<file path="src/rtl/seq_pkg.sv">
package seq_pkg;

  typedef enum logic [2:0] {
    FLOW_NONE    = 3'd0,
    FLOW_JUMP    = 3'd1,
    FLOW_CALL    = 3'd2,
    FLOW_RET     = 3'd3,
    FLOW_RETI_EN = 3'd4,
    FLOW_RETI_DS = 3'd5,
    FLOW_IE_SET  = 3'd6,
    FLOW_IE_CLR  = 3'd7
  } flow_op_e;

  typedef enum logic [2:0] {
    CND_ALWAYS = 3'd0,
    CND_CY     = 3'd1,
    CND_NCY    = 3'd2,
    CND_ZR     = 3'd3,
    CND_NZR    = 3'd4
  } cond_sel_e;

  // Condition test; unused selector codes never pass.
  function automatic logic cond_met(input logic [2:0] sel, input logic cy, input logic zr);
    case (sel)
      3'd0:    return 1'b1;
      3'd1:    return cy;
      3'd2:    return ~cy;
      3'd3:    return zr;
      3'd4:    return ~zr;
      default: return 1'b0;
    endcase
  endfunction

  function automatic logic is_reti(input logic [2:0] op);
    return (op == FLOW_RETI_EN) || (op == FLOW_RETI_DS);
  endfunction

endpackage

</file>
<file path="src/rtl/seq_cond_eval.sv">
module seq_cond_eval
  import seq_pkg::*;
(
  input  logic [2:0] sel_i,
  input  logic       carry_i,
  input  logic       zero_i,
  output logic       met_o
);
  always_comb met_o = cond_met(sel_i, carry_i, zero_i);
endmodule

</file>
<file path="src/rtl/seq_ret_stack.sv">
module seq_ret_stack #(
  parameter int AW    = 10,
  parameter int DEPTH = 31
) (
  input  logic                         clk,
  input  logic                         rst_n,
  input  logic                         push_i,
  input  logic                         pop_i,
  input  logic [AW-1:0]                wdata_i,
  output logic [AW-1:0]                top_o,
  output logic [$clog2(DEPTH+1)-1:0]   level_o,
  output logic                         full_o,
  output logic                         empty_o
);
  localparam int LW = $clog2(DEPTH+1);
  localparam logic [LW-1:0] LVL_MAX = LW'(DEPTH);

  logic [AW-1:0] mem [DEPTH];
  logic [LW-1:0] level_q;

  assign full_o  = (level_q == LVL_MAX);
  assign empty_o = (level_q == '0);
  assign level_o = level_q;
  assign top_o   = empty_o ? '0 : mem[level_q - 1'b1];

  always_ff @(posedge clk) begin
    if (!rst_n) begin
      level_q <= '0;
    end else if (push_i && !full_o) begin
      mem[level_q] <= wdata_i;
      level_q      <= level_q + 1'b1;
    end else if (pop_i && !empty_o) begin
      level_q <= level_q - 1'b1;
    end
  end
endmodule

</file>
<file path="src/rtl/flow_sequencer.sv">
module flow_sequencer
  import seq_pkg::*;
#(
  parameter int          PC_W   = 10,
  parameter int          DEPTH  = 31,
  parameter logic [9:0]  VECTOR = 10'h3FF
) (
  input  logic            clk,
  input  logic            rst_n,
  input  logic [2:0]      flow_op_i,
  input  logic [2:0]      cond_sel_i,
  input  logic [PC_W-1:0] target_i,
  input  logic            carry_i,
  input  logic            zero_i,
  input  logic            irq_i,
  output logic [PC_W-1:0] pc_o,
  output logic            int_en_o,
  output logic            flag_restore_o,
  output logic            carry_restore_o,
  output logic            zero_restore_o,
  output logic            stack_err_o
);
  localparam int LW = $clog2(DEPTH+1);
  localparam logic [PC_W-1:0] VEC = PC_W'(VECTOR);

  function automatic logic [PC_W-1:0] pc_step(input logic [PC_W-1:0] pc);
    return pc + 1'b1;
  endfunction

  logic [PC_W-1:0] pc_q, pc_d;
  logic            ie_q, ie_d;
  logic            sv_c_q, sv_z_q;
  logic            err_q;

  // Named internal events, observed by the bound checker.
  logic            cond_ok;
  logic            irq_take, jump_go, call_go, ret_go, reti_go;
  logic            push_req, push_ovf, pop_empty;
  logic [PC_W-1:0] stack_top;
  logic [LW-1:0]   stack_level;
  logic            stk_full, stk_empty;

  seq_cond_eval u_cond (
    .sel_i   (cond_sel_i),
    .carry_i (carry_i),
    .zero_i  (zero_i),
    .met_o   (cond_ok)
  );

  always_comb begin
    irq_take  = irq_i & ie_q;
    jump_go   = !irq_take && flow_op_i == FLOW_JUMP && cond_ok;
    call_go   = !irq_take && flow_op_i == FLOW_CALL && cond_ok;
    ret_go    = !irq_take && flow_op_i == FLOW_RET && cond_ok && !stk_empty;
    reti_go   = !irq_take && is_reti(flow_op_i) && !stk_empty;
    pop_empty = !irq_take && stk_empty &&
                ((flow_op_i == FLOW_RET && cond_ok) || is_reti(flow_op_i));
    push_req  = irq_take || call_go;
    push_ovf  = push_req && stk_full;
  end

  seq_ret_stack #(.AW(PC_W), .DEPTH(DEPTH)) u_stack (
    .clk     (clk),
    .rst_n   (rst_n),
    .push_i  (push_req),
    .pop_i   (ret_go || reti_go),
    .wdata_i (pc_q),
    .top_o   (stack_top),
    .level_o (stack_level),
    .full_o  (stk_full),
    .empty_o (stk_empty)
  );

  always_comb begin
    pc_d = pc_step(pc_q);
    if (irq_take)                pc_d = VEC;
    else if (jump_go || call_go) pc_d = target_i;
    else if (ret_go)             pc_d = pc_step(stack_top);
    else if (reti_go)            pc_d = stack_top;
  end

  always_comb begin
    ie_d = ie_q;
    if (irq_take)                        ie_d = 1'b0;
    else if (reti_go)                    ie_d = (flow_op_i == FLOW_RETI_EN);
    else if (flow_op_i == FLOW_IE_SET)   ie_d = 1'b1;
    else if (flow_op_i == FLOW_IE_CLR)   ie_d = 1'b0;
  end

  always_ff @(posedge clk) begin
    if (!rst_n) begin
      pc_q   <= '0;
      ie_q   <= 1'b0;
      sv_c_q <= 1'b0;
      sv_z_q <= 1'b0;
      err_q  <= 1'b0;
    end else begin
      pc_q  <= pc_d;
      ie_q  <= ie_d;
      err_q <= err_q | push_ovf | pop_empty;
      if (irq_take) begin
        sv_c_q <= carry_i;
        sv_z_q <= zero_i;
      end
    end
  end

  assign pc_o            = pc_q;
  assign int_en_o        = ie_q;
  assign flag_restore_o  = reti_go;
  assign carry_restore_o = sv_c_q;
  assign zero_restore_o  = sv_z_q;
  assign stack_err_o     = err_q;

endmodule

</file>
<file path="config.mk">
export PLATFORM = sky130hd
export DESIGN_NAME = flow_sequencer
export DESIGN_NICKNAME = d
export VERILOG_FILES = /design/src/rtl/seq_pkg.sv /design/src/rtl/seq_cond_eval.sv /design/src/rtl/seq_ret_stack.sv /design/src/rtl/flow_sequencer.sv
export SDC_FILE = /design/constraint.sdc
export NUM_CORES = 1
export LEC_CHECK = 0
export BUFFER_PORTS_ARGS = -buffer_cell sky130_fd_sc_hd__buf_2
export CAP_MARGIN = 15
export CORE_ASPECT_RATIO = 2
export CORE_MARGIN = 4
export CORE_UTILIZATION = 30
export DETAILED_ROUTE_END_ITERATION = 6
export PLACE_DENSITY = 0.53
export SYNTH_ARGS = -nofsm -noshare
export SYNTH_HDL_FRONTEND = slang
export SYNTH_HIERARCHICAL = 1
export SYNTH_SLANG_ARGS = --single-unit
</file>
<file path="constraint.sdc">
create_clock -name clk -period 4.83 [get_ports clk]
set_clock_uncertainty 0.05 [all_clocks]
set_input_delay 0.483 -clock clk [delete_from_list [all_inputs] [get_ports clk]]
set_output_delay 0.483 -clock clk [all_outputs]
set_load 0.01 [all_outputs]
</file>
==> flow_summary.toml <==
[run_status]
outcome = "complete, no violations"

[placement]
dp.final_hpwl_um = 22300
numPortBuffers = 35
placed_standard_cell_area_um2 = 14700
placed_cells_incl_taps = 1401
finalWeightedCongestion = 0.842

[worst_setup_path]
critical_path.n_buffers_inverters = 2
worst-path-max-fanout = 22
cp_num_cells = 13
path_delay_family = "XOR/XNOR gates"
critical-path-slowest-cell = "sky130_fd_sc_hd__xnor2_2"
path_class = "reg2reg"
crit_path_start_kind = "flip-flop"
ff2ff_path_depth = 13
timing.critical_path.required_ps = 5240
cp.arrival_ps = 4610
worstPathCellList = "inv_1 -> ha_1 -> nor3b_2 -> xnor2_2 -> buf_4 -> a21oi_1 -> o32ai_1 -> ha_1 -> and4_1 -> nand4_1 -> xor2_1 -> o21ai_0 -> o221a_2"
path_common_cell = "sky130_fd_sc_hd__ha_1"
critical_path.max_stage_delay_ps = 920
worst_setup_path_end_kind = "flip-flop"

[clock_tree]
setup_bufs_post_cts = 0
clock_tree.buffer_depth = 3
cts_resized = 0
clock_latency_ps = 570
clk_root_buffer_cell = "sky130_fd_sc_hd__clkbuf_16"
numClockSinks = 329
cts.htree.levels = 1
path_clk_slew_ps = 80
numCtsBuffers = 26
tritoncts = "built"
hold_buffers = 0

[synthesis]
synth-seq-cells = 329
cell_taking_the_most_area_after_synthesis = "sky130_fd_sc_hd__edfxtp_1"
post_synth_most_frequent_cells = "sky130_fd_sc_hd__edfxtp_1, sky130_fd_sc_hd__nand2_1, sky130_fd_sc_hd__mux4_2"
syn_area_per_cell_um2 = 17.1
synth.yosys.seq_area_share = 0.712
post_synth_main_area_contributors = "sky130_fd_sc_hd__edfxtp_1, sky130_fd_sc_hd__mux4_2, sky130_fd_sc_hd__dfxtp_1"
mappedNetlistArea_um2 = 13600
synthesized_netlist_net_count = 827
synth_cell_types = 59
synth_most_common_cell = "sky130_fd_sc_hd__edfxtp_1"
ys_async_sr_fraction = 0
synth_ff_type = "sky130_fd_sc_hd__edfxtp_1"
ys_warn_count = 6
syn_inst = 798
synth-edff-count = 310
yosys.area.top_type_share = 0.684

[global_route]
global_route_wire_length_before_repair_um = 50100
largest_net_degree_at_the_start_of_global_routing = 85
grt_util_all_layers = 0.138
initial_antenna_violation_count = 0
grt.overflow.total = 0
grt_pass1_vias = 7741

[cells_and_area]
final_net_count = 898
diodes = 0
finish.utilization = 0.347
signed_area_change_from_the_synthesized_netlist_to_the_final_layout_pct = 14.7
drive_gt1_frac = 0.241
stdcell_count = 1447
design_area_um2 = 15600

[die]
floorplan.die.width_um = 159
chipHeight_um = 309
boundary_pins = 36
die_area_um2 = 49100
placement_rows = 110
initial_core_util = 0.303
floorplan.core_area_um2 = 45000

[worst_hold_path]
number_of_cells_traversed_by_the_worst_hold_path = 2
timing.hold.worst.class = "in2reg"

[sta]
final-setup-viol-count = 0
number_of_pins_with_negative_max_slew_slack_in_the_final_report = 0
maxClockFrequency_ghz = 0.238
final.min_clock_period_ps = 4200
worst_slew_slack_as_a_fraction_of_its_limit = 0.224
final.period_utilization = 0.869
worst_slew_pin_slew_ps = 1160
setup_repair_after_global_routing_missed_its_margin = "no"
hold_violations = 0
fin_hold_ws_ps = 122
setup-tns-final_ps = 0

[power]
clock_power_share = 0.351
ir_worst_vdd_v = 0.000238
pwr-share-comb = 0.153
static-leakage-power_nw = 5.08
power_density_nw_per_um2 = 424
switching_share = 0.259
power.switching_mw = 1.72
intPower_mw = 4.91
p_seq_frac = 0.496

[route]
drc = 0
drtIter0Drc = 402
totalWireLength_um = 34000
routed_wire_length_per_instance_um = 23.5
drt-pass1-iter-count = 5
routed-via-count = 7374
via_per_inst = 5.10
drtAntennaViolNets = 0

[job]
max-cap-violations = 0
[final cells by class]
class	instances	area, um^2
Fill cell	4269	29400
Sequential cell	329	9690
Multi-Input combinational cell	420	3700
Tap cell	560	701
Clock buffer	30	666
Timing Repair Buffer	85	576
Clock inverter	16	251
Inverter	7	26.3
[stage by stage]
| stage | setup WS (ps) | total power [mW] |
|---|---|---|
| after global routing | 321 | 6.88 |
| after CTS | 681 | 6.71 |
| after global placement | 756 | 4.37 |
| after detailed placement | 687 | 4.38 |
| after floorplan | 1140 | 3.96 |
| final | 634 | 6.62 |
[sequential cells by signal, summed over array words and instances (netlist names)]
register         cells
pc_o                10
int_en_o             1
u_stack/level_o      5
carry_restore_o      1
stack_err_o          1
zero_restore_o       1
u_stack/mem        310
[layer usage]
layer | routed length [um] | share of wire | global-route usage | up-vias
met5 | 0 | 0 | 0 | -
met4 | 1720 | 0.051 | 0.0681 | 0
met3 | 963 | 0.028 | 0.0119 | 62
met2 | 19000 | 0.56 | 0.264 | 183
met1 | 12300 | 0.36 | 0.149 | 3832
li1 | - | - | - | 3297
[power groups by stage]
stage,clock (mW),sequential [mW],combinational [mW]
after detailed placement,0,3.35,1.03
after CTS,2.39,3.28,1.03
after floorplan,0,3.40,0.562
final,2.33,3.28,1.01
after global placement,0,3.35,1.02
after global routing,2.49,3.29,1.10
[kinds of logic (layout without fill, tap and decap cells)]
family | Yosys count | count (layout) | share of synthesized area
XOR/XNOR | 19 | 19 | 0.0128
flip-flops | 329 | 329 | 0.712
multiplexers | 83 | 83 | 0.125
buffers and inverters | 49 | 138 | 0.0196
adder cells (fa/ha/maj) | 8 | 8 | 0.00735
AND/OR/NAND/NOR | 199 | 199 | 0.0689
AO/OA/AOI/OAI | 111 | 111 | 0.0544
[placed cells by master (no fill, tap or decap), types with 3 or more instances in the layout]
| cell type | Yosys | final |
|---|---|---|
| sky130_fd_sc_hd__a211oi_1 | 18 | 18 |
| sky130_fd_sc_hd__a31oi_1 | 3 | 3 |
| sky130_fd_sc_hd__nand3_1 | 10 | 10 |
| sky130_fd_sc_hd__buf_2 | 12 | 35 |
| sky130_fd_sc_hd__o221a_2 | 4 | 4 |
| sky130_fd_sc_hd__nand3b_1 | 5 | 5 |
| sky130_fd_sc_hd__nor2_1 | 47 | 47 |
| sky130_fd_sc_hd__nor3_1 | 3 | 3 |
| sky130_fd_sc_hd__mux2i_1 | 13 | 13 |
| sky130_fd_sc_hd__nand4_1 | 6 | 6 |
| sky130_fd_sc_hd__buf_4 | 8 | 48 |
| sky130_fd_sc_hd__inv_1 | 7 | 7 |
| sky130_fd_sc_hd__xor2_1 | 10 | 10 |
| sky130_fd_sc_hd__edfxtp_1 | 310 | 310 |
| sky130_fd_sc_hd__and2_1 | 4 | 4 |
| sky130_fd_sc_hd__a21boi_0 | 5 | 5 |
| sky130_fd_sc_hd__clkinv_1 | 0 | 3 |
| sky130_fd_sc_hd__dfxtp_1 | 19 | 18 |
| sky130_fd_sc_hd__mux4_2 | 70 | 70 |
| sky130_fd_sc_hd__clkbuf_16 | 0 | 26 |
| sky130_fd_sc_hd__nand2_1 | 92 | 92 |
| sky130_fd_sc_hd__bufinv_16 | 0 | 6 |
| sky130_fd_sc_hd__a21oi_1 | 34 | 34 |
| sky130_fd_sc_hd__o32ai_1 | 9 | 9 |
| sky130_fd_sc_hd__and3_1 | 14 | 14 |
| sky130_fd_sc_hd__o21ai_0 | 19 | 19 |
| sky130_fd_sc_hd__clkbuf_1 | 17 | 4 |
| sky130_fd_sc_hd__ha_1 | 8 | 7 |
| sky130_fd_sc_hd__xnor2_1 | 8 | 6 |
[path summary, 6_finish.rpt]
| path | slack (ps) | from | end |
|---|---|---|---|
| hold reg to reg | 420 | carry_restore_o$_SDFFE_PN0P_ | carry_restore_o$_SDFFE_PN0P_ |
| hold / removal | 120 | target_i[0] | pc_o[0]$_SDFF_PN0_ |
| setup / recovery | 630 | u_stack/level_o[1]$_SDFFE_PN0P_ | pc_o[8]$_SDFF_PN0_ |
| setup reg to reg | 630 | u_stack/level_o[1]$_SDFFE_PN0P_ | pc_o[8]$_SDFF_PN0_ |
[worst register-to-register path: cells and delay by family (launching register included)]
| kind | cells | cell delay, ps |
|---|---|---|
| compound gates | 4 | 780 |
| fa+ha+maj | 2 | 600 |
| xor+xnor | 2 | 1090 |
| flops | 1 | 470 |
| simple gates | 3 | 600 |
| buf+inv | 2 | 540 |
Note: power is estimated with default switching activity, not from simulation.
